<file path="src/rtl/posit_dec_pkg.sv">
package posit_dec_pkg;

  // Signed regime width: holds -(N-1) .. N-2
  function automatic int reg_w(input int n);
    return $clog2(n) + 1;
  endfunction

  // Widest fraction field the type can carry
  function automatic int frac_w(input int n, input int es);
    return (n - 3 - es >= 1) ? (n - 3 - es) : 1;
  endfunction

  function automatic int len_w(input int n, input int es);
    return $clog2(frac_w(n, es) + 1);
  endfunction

  function automatic int exp_w(input int es);
    return (es > 0) ? es : 1;
  endfunction

  function automatic int scale_w(input int n, input int es);
    return reg_w(n) + es + 1;
  endfunction

endpackage

</file>
<file path="src/rtl/posit_magnitude.sv">
module posit_magnitude #(
  parameter int N = 16
) (
  input  logic [N-1:0] word,
  output logic [N-2:0] body,
  output logic         neg,
  output logic         is_zero,
  output logic         is_exc
);

  assign neg     = word[N-1];
  assign is_zero = (word == '0);
  assign is_exc  = word[N-1] && (word[N-2:0] == '0);

  // Low N-1 bits of the two's complement equal the two's complement of the low bits
  assign body = neg ? ((~word[N-2:0]) + {{(N-2){1'b0}}, 1'b1}) : word[N-2:0];

endmodule

</file>
<file path="src/rtl/posit_regime_scan.sv">
module posit_regime_scan #(
  parameter int N  = 16,
  parameter int CW = 5
) (
  input  logic [N-2:0]  body,
  output logic          pol,
  output logic [CW-1:0] run
);

  localparam int BW = N - 1;

  logic [BW-1:0] lead;
  logic          stop;

  assign pol  = body[BW-1];
  // Fold both polarities into a leading-ones count
  assign lead = pol ? body : ~body;

  always_comb begin
    run  = '0;
    stop = 1'b0;
    for (int i = BW - 1; i >= 0; i--) begin
      if (!stop && lead[i]) run = run + CW'(1);
      else                  stop = 1'b1;
    end
  end

endmodule

</file>
<file path="src/rtl/posit_field_split.sv">
module posit_field_split #(
  parameter int N  = 16,
  parameter int ES = 1,
  parameter int CW = 5,
  parameter int FW = 12,
  parameter int LW = 4,
  parameter int EW = 1
) (
  input  logic [N-2:0]  body,
  input  logic [CW-1:0] run,
  output logic [EW-1:0] exp_bits,
  output logic [FW-1:0] frac,
  output logic [LW-1:0] flen
);

  localparam int BW = N - 1;

  logic [CW-1:0] used;
  logic [BW-1:0] rem;
  int            rest;

  // Run plus terminator, capped when the run reaches the last bit
  assign used = (run < CW'(BW)) ? run + CW'(1) : CW'(BW);
  assign rem  = body << used;

  always_comb begin
    rest = BW - int'(used) - ES;
    flen = (rest > 0) ? LW'(rest) : '0;
  end

  generate
    if (ES == 0) begin : g_no_exp
      assign exp_bits = '0;
      assign frac     = FW'(rem >> (BW - FW));
    end else begin : g_exp
      assign exp_bits = EW'(rem >> (BW - ES));
      assign frac     = FW'((rem << ES) >> (BW - FW));
    end
  endgenerate

endmodule

</file>
<file path="src/rtl/posit_unpack.sv">
module posit_unpack #(
  parameter int N  = 16,
  parameter int ES = 1
) (
  input  logic                                          clk,
  input  logic                                          rst,
  input  logic                                          in_valid,
  input  logic [N-1:0]                                  in_word,
  output logic                                          out_valid,
  output logic                                          out_zero,
  output logic                                          out_exc,
  output logic                                          out_sign,
  output logic signed [posit_dec_pkg::reg_w(N)-1:0]     out_regime,
  output logic [posit_dec_pkg::exp_w(ES)-1:0]           out_exp,
  output logic [posit_dec_pkg::frac_w(N, ES):0]         out_mant,
  output logic [posit_dec_pkg::len_w(N, ES)-1:0]        out_flen,
  output logic signed [posit_dec_pkg::scale_w(N, ES)-1:0] out_scale
);

  localparam int RW = posit_dec_pkg::reg_w(N);
  localparam int FW = posit_dec_pkg::frac_w(N, ES);
  localparam int LW = posit_dec_pkg::len_w(N, ES);
  localparam int EW = posit_dec_pkg::exp_w(ES);
  localparam int SW = posit_dec_pkg::scale_w(N, ES);

  logic [N-2:0]          body;
  logic                  neg, is_zero, is_exc, special;
  logic                  pol;
  logic [RW-1:0]         run;
  logic [EW-1:0]         exp_c;
  logic [FW-1:0]         frac_c;
  logic [LW-1:0]         flen_c;
  logic signed [RW-1:0]  regime_c;
  logic signed [SW-1:0]  scale_c;

  posit_magnitude #(.N(N)) u_mag (
    .word(in_word), .body(body), .neg(neg), .is_zero(is_zero), .is_exc(is_exc)
  );

  posit_regime_scan #(.N(N), .CW(RW)) u_scan (
    .body(body), .pol(pol), .run(run)
  );

  posit_field_split #(.N(N), .ES(ES), .CW(RW), .FW(FW), .LW(LW), .EW(EW)) u_split (
    .body(body), .run(run), .exp_bits(exp_c), .frac(frac_c), .flen(flen_c)
  );

  assign special  = is_zero | is_exc;
  assign regime_c = pol ? $signed(run - RW'(1)) : -$signed(run);
  assign scale_c  = (SW'(regime_c) <<< ES) + SW'($signed({1'b0, exp_c}));

  always_ff @(posedge clk) begin
    if (rst) begin
      out_valid  <= 1'b0;
      out_zero   <= 1'b0;
      out_exc    <= 1'b0;
      out_sign   <= 1'b0;
      out_regime <= '0;
      out_exp    <= '0;
      out_mant   <= '0;
      out_flen   <= '0;
      out_scale  <= '0;
    end else begin
      out_valid <= in_valid;
      if (in_valid) begin
        out_zero <= is_zero;
        out_exc  <= is_exc;
        if (special) begin
          out_sign   <= 1'b0;
          out_regime <= '0;
          out_exp    <= '0;
          out_mant   <= '0;
          out_flen   <= '0;
          out_scale  <= '0;
        end else begin
          out_sign   <= neg;
          out_regime <= regime_c;
          out_exp    <= exp_c;
          out_mant   <= {1'b1, frac_c};
          out_flen   <= flen_c;
          out_scale  <= scale_c;
        end
      end
    end
  end


  valid_rise_chk: assert property (@(posedge clk) disable iff (rst)
    in_valid |=> out_valid);

  valid_idle_chk: assert property (@(posedge clk) disable iff (rst)
    !in_valid |=> !out_valid);

  zero_word_chk: assert property (@(posedge clk) disable iff (rst)
    (in_valid && in_word == '0) |=> (out_zero && !out_exc && out_mant == '0 && out_scale == '0));

  exc_word_chk: assert property (@(posedge clk) disable iff (rst)
    (in_valid && in_word == {1'b1, {(N-1){1'b0}}}) |=> (out_exc && !out_zero && !out_sign));

  regime_range_chk: assert property (@(posedge clk) disable iff (rst)
    (out_valid && !out_zero && !out_exc) |-> (out_regime >= -(N-1) && out_regime <= N-2));

  hidden_one_chk: assert property (@(posedge clk) disable iff (rst)
    (out_valid && !out_zero && !out_exc) |-> (out_mant[FW] && out_flen <= LW'(FW)));

  scale_sign_chk: assert property (@(posedge clk) disable iff (rst)
    out_valid |-> ((out_scale < 0) == (out_regime < 0)));

  hold_fields_chk: assert property (@(posedge clk) disable iff (rst)
    !in_valid |=> ($stable(out_scale) && $stable(out_mant) && $stable(out_flen)));

endmodule

</file>
<file path="config.mk">
export PLATFORM = sky130hd
export DESIGN_NAME = posit_unpack
export DESIGN_NICKNAME = d
export VERILOG_FILES = /design/src/rtl/posit_dec_pkg.sv /design/src/rtl/posit_magnitude.sv /design/src/rtl/posit_regime_scan.sv /design/src/rtl/posit_field_split.sv /design/src/rtl/posit_unpack.sv
export SDC_FILE = /design/constraint.sdc
export NUM_CORES = 1
export LEC_CHECK = 0
export BUFFER_PORTS_ARGS = -buffer_cell sky130_fd_sc_hd__buf_2
export CAP_MARGIN = 5
export CORE_ASPECT_RATIO = 1.5
export CORE_MARGIN = 10
export CORE_UTILIZATION = 36
export DETAILED_ROUTE_END_ITERATION = 6
export PLACE_DENSITY_LB_ADDON = 0.05
export SETUP_SLACK_MARGIN = 0.4
export SLEW_MARGIN = 20
export SYNTH_ARGS = -nofsm -noshare
export SYNTH_HDL_FRONTEND = slang
export SYNTH_SLANG_ARGS = --single-unit
</file>
<file path="constraint.sdc">
create_clock -name clk -period 35.5 [get_ports clk]
set_input_delay 7.1 -clock clk [delete_from_list [all_inputs] [get_ports clk]]
set_output_delay 7.1 -clock clk [all_outputs]
set_load 0.02 [all_outputs]
</file>
# Word level (Yosys, flattened, before mapping)
# Index checks and enable logic that the tools add are counted.
# Widths: inputs -> output; s select.
# totals
input_bits	19
out_inout_bits	34
elab_cells	106
register_bits	34
# classes
shifts	1
addsub	21
n_reduce_logical	30
n_mux	40
bitwise_logic	3
order_cmp	2
# ops
op	count
$mux 5	17
$add 5x1->5 const B	15
$gt 32x1->1 const B	1
$sub 32x2->32 const B	1
$mux 15	2
$not 15->15	2
$mux 1	17
$logic_not 16->1	1
$add 15x1->15 const B	1
$logic_and 1x1->1	15
$logic_not 15->1	1
$shl 15x5->15	1
$logic_not 1->1	13
$mux 13	1
$mux 4	2
$add 6x2->7	1
$mux 7	1
$sub 4x5->6 const A	1
$lt 5x4->1 const B	1
$neg 5->5	1
$sub 5x1->5 const B	1
$or 1x1->1	1

# Depth between registers and ports, before layout
# depth
word_depth	53
mapped_depth	51
depth_no_buf	46

# By module
# Synthesis repeated with hierarchy kept, for this count alone.
# hier_totals
hier_cells	470
hier_area_um2	3570.9
# by_module_without_submodules
mod	seq_area_each_um2	area_per_inst_um2	instances	cells_per_inst
posit_regime_scan	0.0	1182.4	1	157
posit_unpack	540.5	1096.1	1	117
posit_field_split	0.0	954.7	1	149
posit_magnitude	0.0	337.8	1	47

# Worst setup path before layout
# No wires, ideal clock.
# synth_timing
path_kind	input -> register
startpoint	in in_word[0]
endpoint	reg out_flen[0] in the netlist's numbering
slack_ns	18.303
arrival_ns	17.068
n_path_buf	5
setup_ns	0.129
required_ns	35.371
stages	51
cell_sequence	clkbuf_1 -> inv_1 -> ha_1 -> or3b_1 -> buf_2 -> nor2_4 -> a211oi_1 -> buf_2 -> nor2_1 -> clkbuf_1 -> nor3_1 -> a21oi_1 -> ha_1 -> nand2_1 -> nand2_1 -> ha_1 -> inv_1 -> a31oi_1 -> (+15 left out) -> ha_1 -> mux2_2 -> ha_1 -> nand2_1 -> nor4_2 -> xnor2_1 -> nand2_1 -> or4_1 -> a31o_4 -> a22oi_4 -> a21oi_2 -> buf_6 -> or3_1 -> ha_1 -> nor4b_1 -> nand4_1 -> o31ai_1 -> o21ai_0
# synth_via
elab_chain_len	53
elab_cells_between_ends	87
classes_between	add/sub (18); order compare (2); mux (34); bitwise (3); reduce/logical (30)
# synth_lines
item	line_no	text
start, declared	posit_unpack.sv:8	input logic [N-1:0] in_word,
parallel branches: the longest is 52 deep, another holds $add 15x1->15	--	
$mux 4 *	posit_unpack.sv:68	if (special) begin
end signal, assigned	posit_unpack.sv:80	out_flen <= flen_c;
end, declared	posit_unpack.sv:16	output logic [posit_dec_pkg::len_w(N, ES)-1:0] out_flen,
# Mark *: on every way between the ends.
# A chain may end at the register's enable or synchronous reset.

# Worst setup path in the final report
# Same ends and word-level chain as after synthesis.

==> summary.md <==
| Metric | Value |
|---|---|
| Syn Nets | `669` |
| Port bufs | `52` |
| Die X-Extent | `112.2 um` |
| Sequential share of power | `0.209` |
| All-layer global routing usage | `0.1886` |
| Pint | `0.09015 mW` |
| Pre-CTS WS | `16890 ps` |
| Critical Path End Type | `flop` |
| Clk network pwr share | `0.145` |
| CTS Root Cell | `clkbuf_16` |
| RSZ-0062 raised after global routing | `false` |
| H-tree Lvls | `1` |
| WP data required | `35640 ps` |
| Gr ovfl total | `0` |
| Vias per cell | `6.389` |
| Asr flop ratio synth | `0` |
| Tmin final | `18470 ps` |
| Worst reg2reg setup slack | `34560 ps` |
| Cell mode on critical path | `ha_1` |
| Hold Path Class | `flop to flop` |
| CTS resizes | `0` |
| IO Pins | `53` |
| Mapped Area | `4587 um2` |
| Final HPWL DP | `14.23 mm` |
| Total Negative Setup Slacks | `0 ps` |
| Initial DRC Count | `342` |
| Relative slew slack | `0.3418` |
| Clock transition at path regs | `60 ps` |
| Max frequency | `54.15 MHz` |
| Sw power | `0.08984 mW` |
| Routed Antenna Nets | `0` |
| Worst-Skew Late Latency | `270 ps` |
| Final cycle utilization of the critical path | `0.5202` |
| CP max-delay cell | `ha_1` |
| Critical path type | `primary input to flop` |
| Commonest non-fill, non-tap cell in the layout | `nor2_1` |
| TritonCTS clock tree | `yes` |
| Initial antenna violation count | `0` |
| Leakage power | `1.806 nW` |
| Syn_area_per_cell | `7.269 um2` |
| Worst setup SP type | `primary input` |
| Post-synthesis adder-cell area fraction | `0.05401` |
| Final WS setup | `17030 ps` |
| Largest net degree at the start of global routing | `26` |
| Seq/Total Area, Yosys | `0.1178` |
| Least-Margin Pin Slew | `987.3 ps` |
| Final #Nets | `687` |
| Simple-gate portion of the synthesized area | `0.2930` |
| XOR/XNOR Fraction of Synth Area | `0.06765` |
| Via count | `5137` |
| Gate Count Post-Synth | `631` |
| Compound-Gate Fraction of Synth Area | `0.3685` |
| Ys Warns | `0` |
| Wire per inst | `21.75 um` |
| Mux contribution to synthesized area | `0.03846` |
| Max Slew Vio Count | `0` |
| First-pass GRT wire length | `27.32 mm` |
| Status | `complete, no violations` |
| CTS buffer count | `3` |
| Synth Register Bits | `27` |
| Ant diodes | `0` |
| Post-synth cell types | `97` |
| Clk_skew | `0 ps` |
| Commonest cells after routing, fill and taps aside | `nor2_1, buf_2, nand2_1` |
| CTS sink count | `27` |
| Final setup fails | `0` |
| Drt pass-1 iters | `5` |
| Area grow syn2layout | `7.801%` |
| Die Y | `158.2 um` |
| Initial Utilization | `0.3666` |
| Number of global-route vias before repair | `4982` |
| Comb power frac | `0.645` |
| Num rows | `50` |
| Peak supply drop | `0.00001204 V` |
| CORE AREA | `12510 um2` |
| Clk buf depth | `2` |
| Main combinational cell family by area after synthesis | `compound AO/OA/AOI/OAI gates` |
| Share of layout cells above drive strength 1 | `0.1728` |
| Remaining routing DRC violations | `0` |
| Hold Buf Count CTS | `0` |
| Final Hold Viols | `0` |
| Maxcap violations | `0` |
| Post-CTS Setup Bufs | `0` |
| Final wirelength | `17.49 mm` |
| Synth Flop Type | `dfxtp_1` |
| Worst-path fanout max | `21` |
| Crit path DAT | `18610 ps` |
| Pwr dens | `36.40 nW/um2` |
| Global placement routability congestion | `0.9114` |
| Number of synthesized flops with an enable pin | `0` |
| CP peak stage delay | `730 ps` |
| Die footprint | `17750 um2` |
| Sw Ratio | `0.4991` |
[layout make-up]
cell class,instances,area (um2)
repair buffers,57,297.8
flip-flops and latches,27,540.5
well taps,156,195.2
inverters,16,60.06
clock inverters,1,7.507
multi-input cells,544,3769
fillers,1385,7567
clock buffers,3,75.07
[registers in the layout (all words and copies together) (netlist names)]
signal,flops
out_sign,1
out_mant,13
out_exc,1
out_flen,4
out_regime,4
out_valid,1
out_zero,1
out_scale,2
[synthesized netlist by cell type (all sizes together) (4+ instances only)]
cell	instances	area [um2]
nand4	9	56.30
mux2i	12	120.1
nor2	61	236.5
a2111oi	7	80.07
inv	13	48.79
o21ai	45	240.2
o211ai	10	80.07
a221oi	4	47.55
a22oi	8	73.82
a211o	5	43.79
a31o	6	61.32
and2	12	75.07
o21a	4	30.03
mux2	5	56.30
o221ai	5	43.79
o31a	4	35.03
a31oi	14	93.84
o2111ai	4	35.03
or3	9	56.30
nor3	33	186.4
xor2	11	96.34
a211oi	9	67.56
a21oi	34	185.2
a32oi	7	68.82
buf	25	146.4
dfxtp	27	540.5
or4	8	67.56
a21o	5	37.54
nand3	25	125.1
nor2b	13	81.33
or2	9	56.31
clkbuf	19	71.32
ha	19	237.7
xnor2	21	191.4
and3	5	31.28
o31ai	12	95.09
a21boi	4	33.78
nand2	47	176.4
nor4	8	62.56
[through the flow]
| stage | util | cell area [um2] | hold WS [ps] | total power, mW | std cells |
|---|---|---|---|---|---|
| 2_1_floorplan | - | 4587 | 527.1 | 0.1235 | 631 |
| 3_3_place_gp | 0.3886 | 4862 | 434.1 | 0.1531 | 800 |
| 3_5_place_dp | 0.3886 | 4862 | 442.1 | 0.1535 | 800 |
| 4_1_cts | 0.3952 | 4945 | 451.5 | 0.1803 | 804 |
| 5_1_grt | 0.3952 | 4945 | 489.1 | 0.1931 | 804 |
| 6_report | 0.3952 | 4945 | 444.3 | 0.1800 | 804 |
[path summary, 6_finish.rpt]
check                                         startpoint                        to  cells after the start
worst min-delay path            out_flen[3]$_SDFFE_PP0P_  out_flen[3]$_SDFFE_PP0P_                      2
worst max register to register  out_mant[8]$_SDFFE_PP0P_  out_mant[8]$_SDFFE_PP0P_                      4
worst max-delay path                          in_word[0]  out_flen[0]$_SDFFE_PP0P_                     46
worst min register to register  out_flen[3]$_SDFFE_PP0P_  out_flen[3]$_SDFFE_PP0P_                      2
[cells by family (layout without fill, tap and decap cells)]
| group | after synthesis | count (layout) |
|---|---|---|
| mux | 17 | 17 |
| xor+xnor | 33 | 33 |
| flops | 27 | 27 |
| fa+ha+maj | 20 | 20 |
| buf+inv | 60 | 77 |
| simple gates | 255 | 255 |
| compound gates | 219 | 219 |
[routing by layer]
metal	vias to the layer above	wire (um)	share of wire	global-route usage
li1	2475	-	-	-
met1	2427	6694	0.38	0.1957
met2	183	9240	0.53	0.3632
met3	52	634	0.036	0.01326
met4	0	920	0.053	0.1055
met5	-	0	0	0
[worst max-delay path: cells and delay by family]
kind | cells | cell delay [ps]
fa+ha+maj | 11 | 3670
compound gates | 12 | 2900
simple gates | 13 | 2430
buf+inv | 5 | 1030
mux | 4 | 1020
xor+xnor | 1 | 420
[power groups by stage]
| stage | combinational, mW | sequential, mW | clock, mW |
|---|---|---|---|
| 6_report | 0.116 | 0.0377 | 0.0261 |
| 5_1_grt | 0.127 | 0.0384 | 0.0281 |
| 4_1_cts | 0.116 | 0.0378 | 0.0269 |
| 3_5_place_dp | 0.115 | 0.0385 | 0 |
| 3_3_place_gp | 0.115 | 0.0383 | 0 |
| 2_1_floorplan | 0.0792 | 0.0443 | 0 |
No activity file was read; power rests on OpenSTA's default activity.
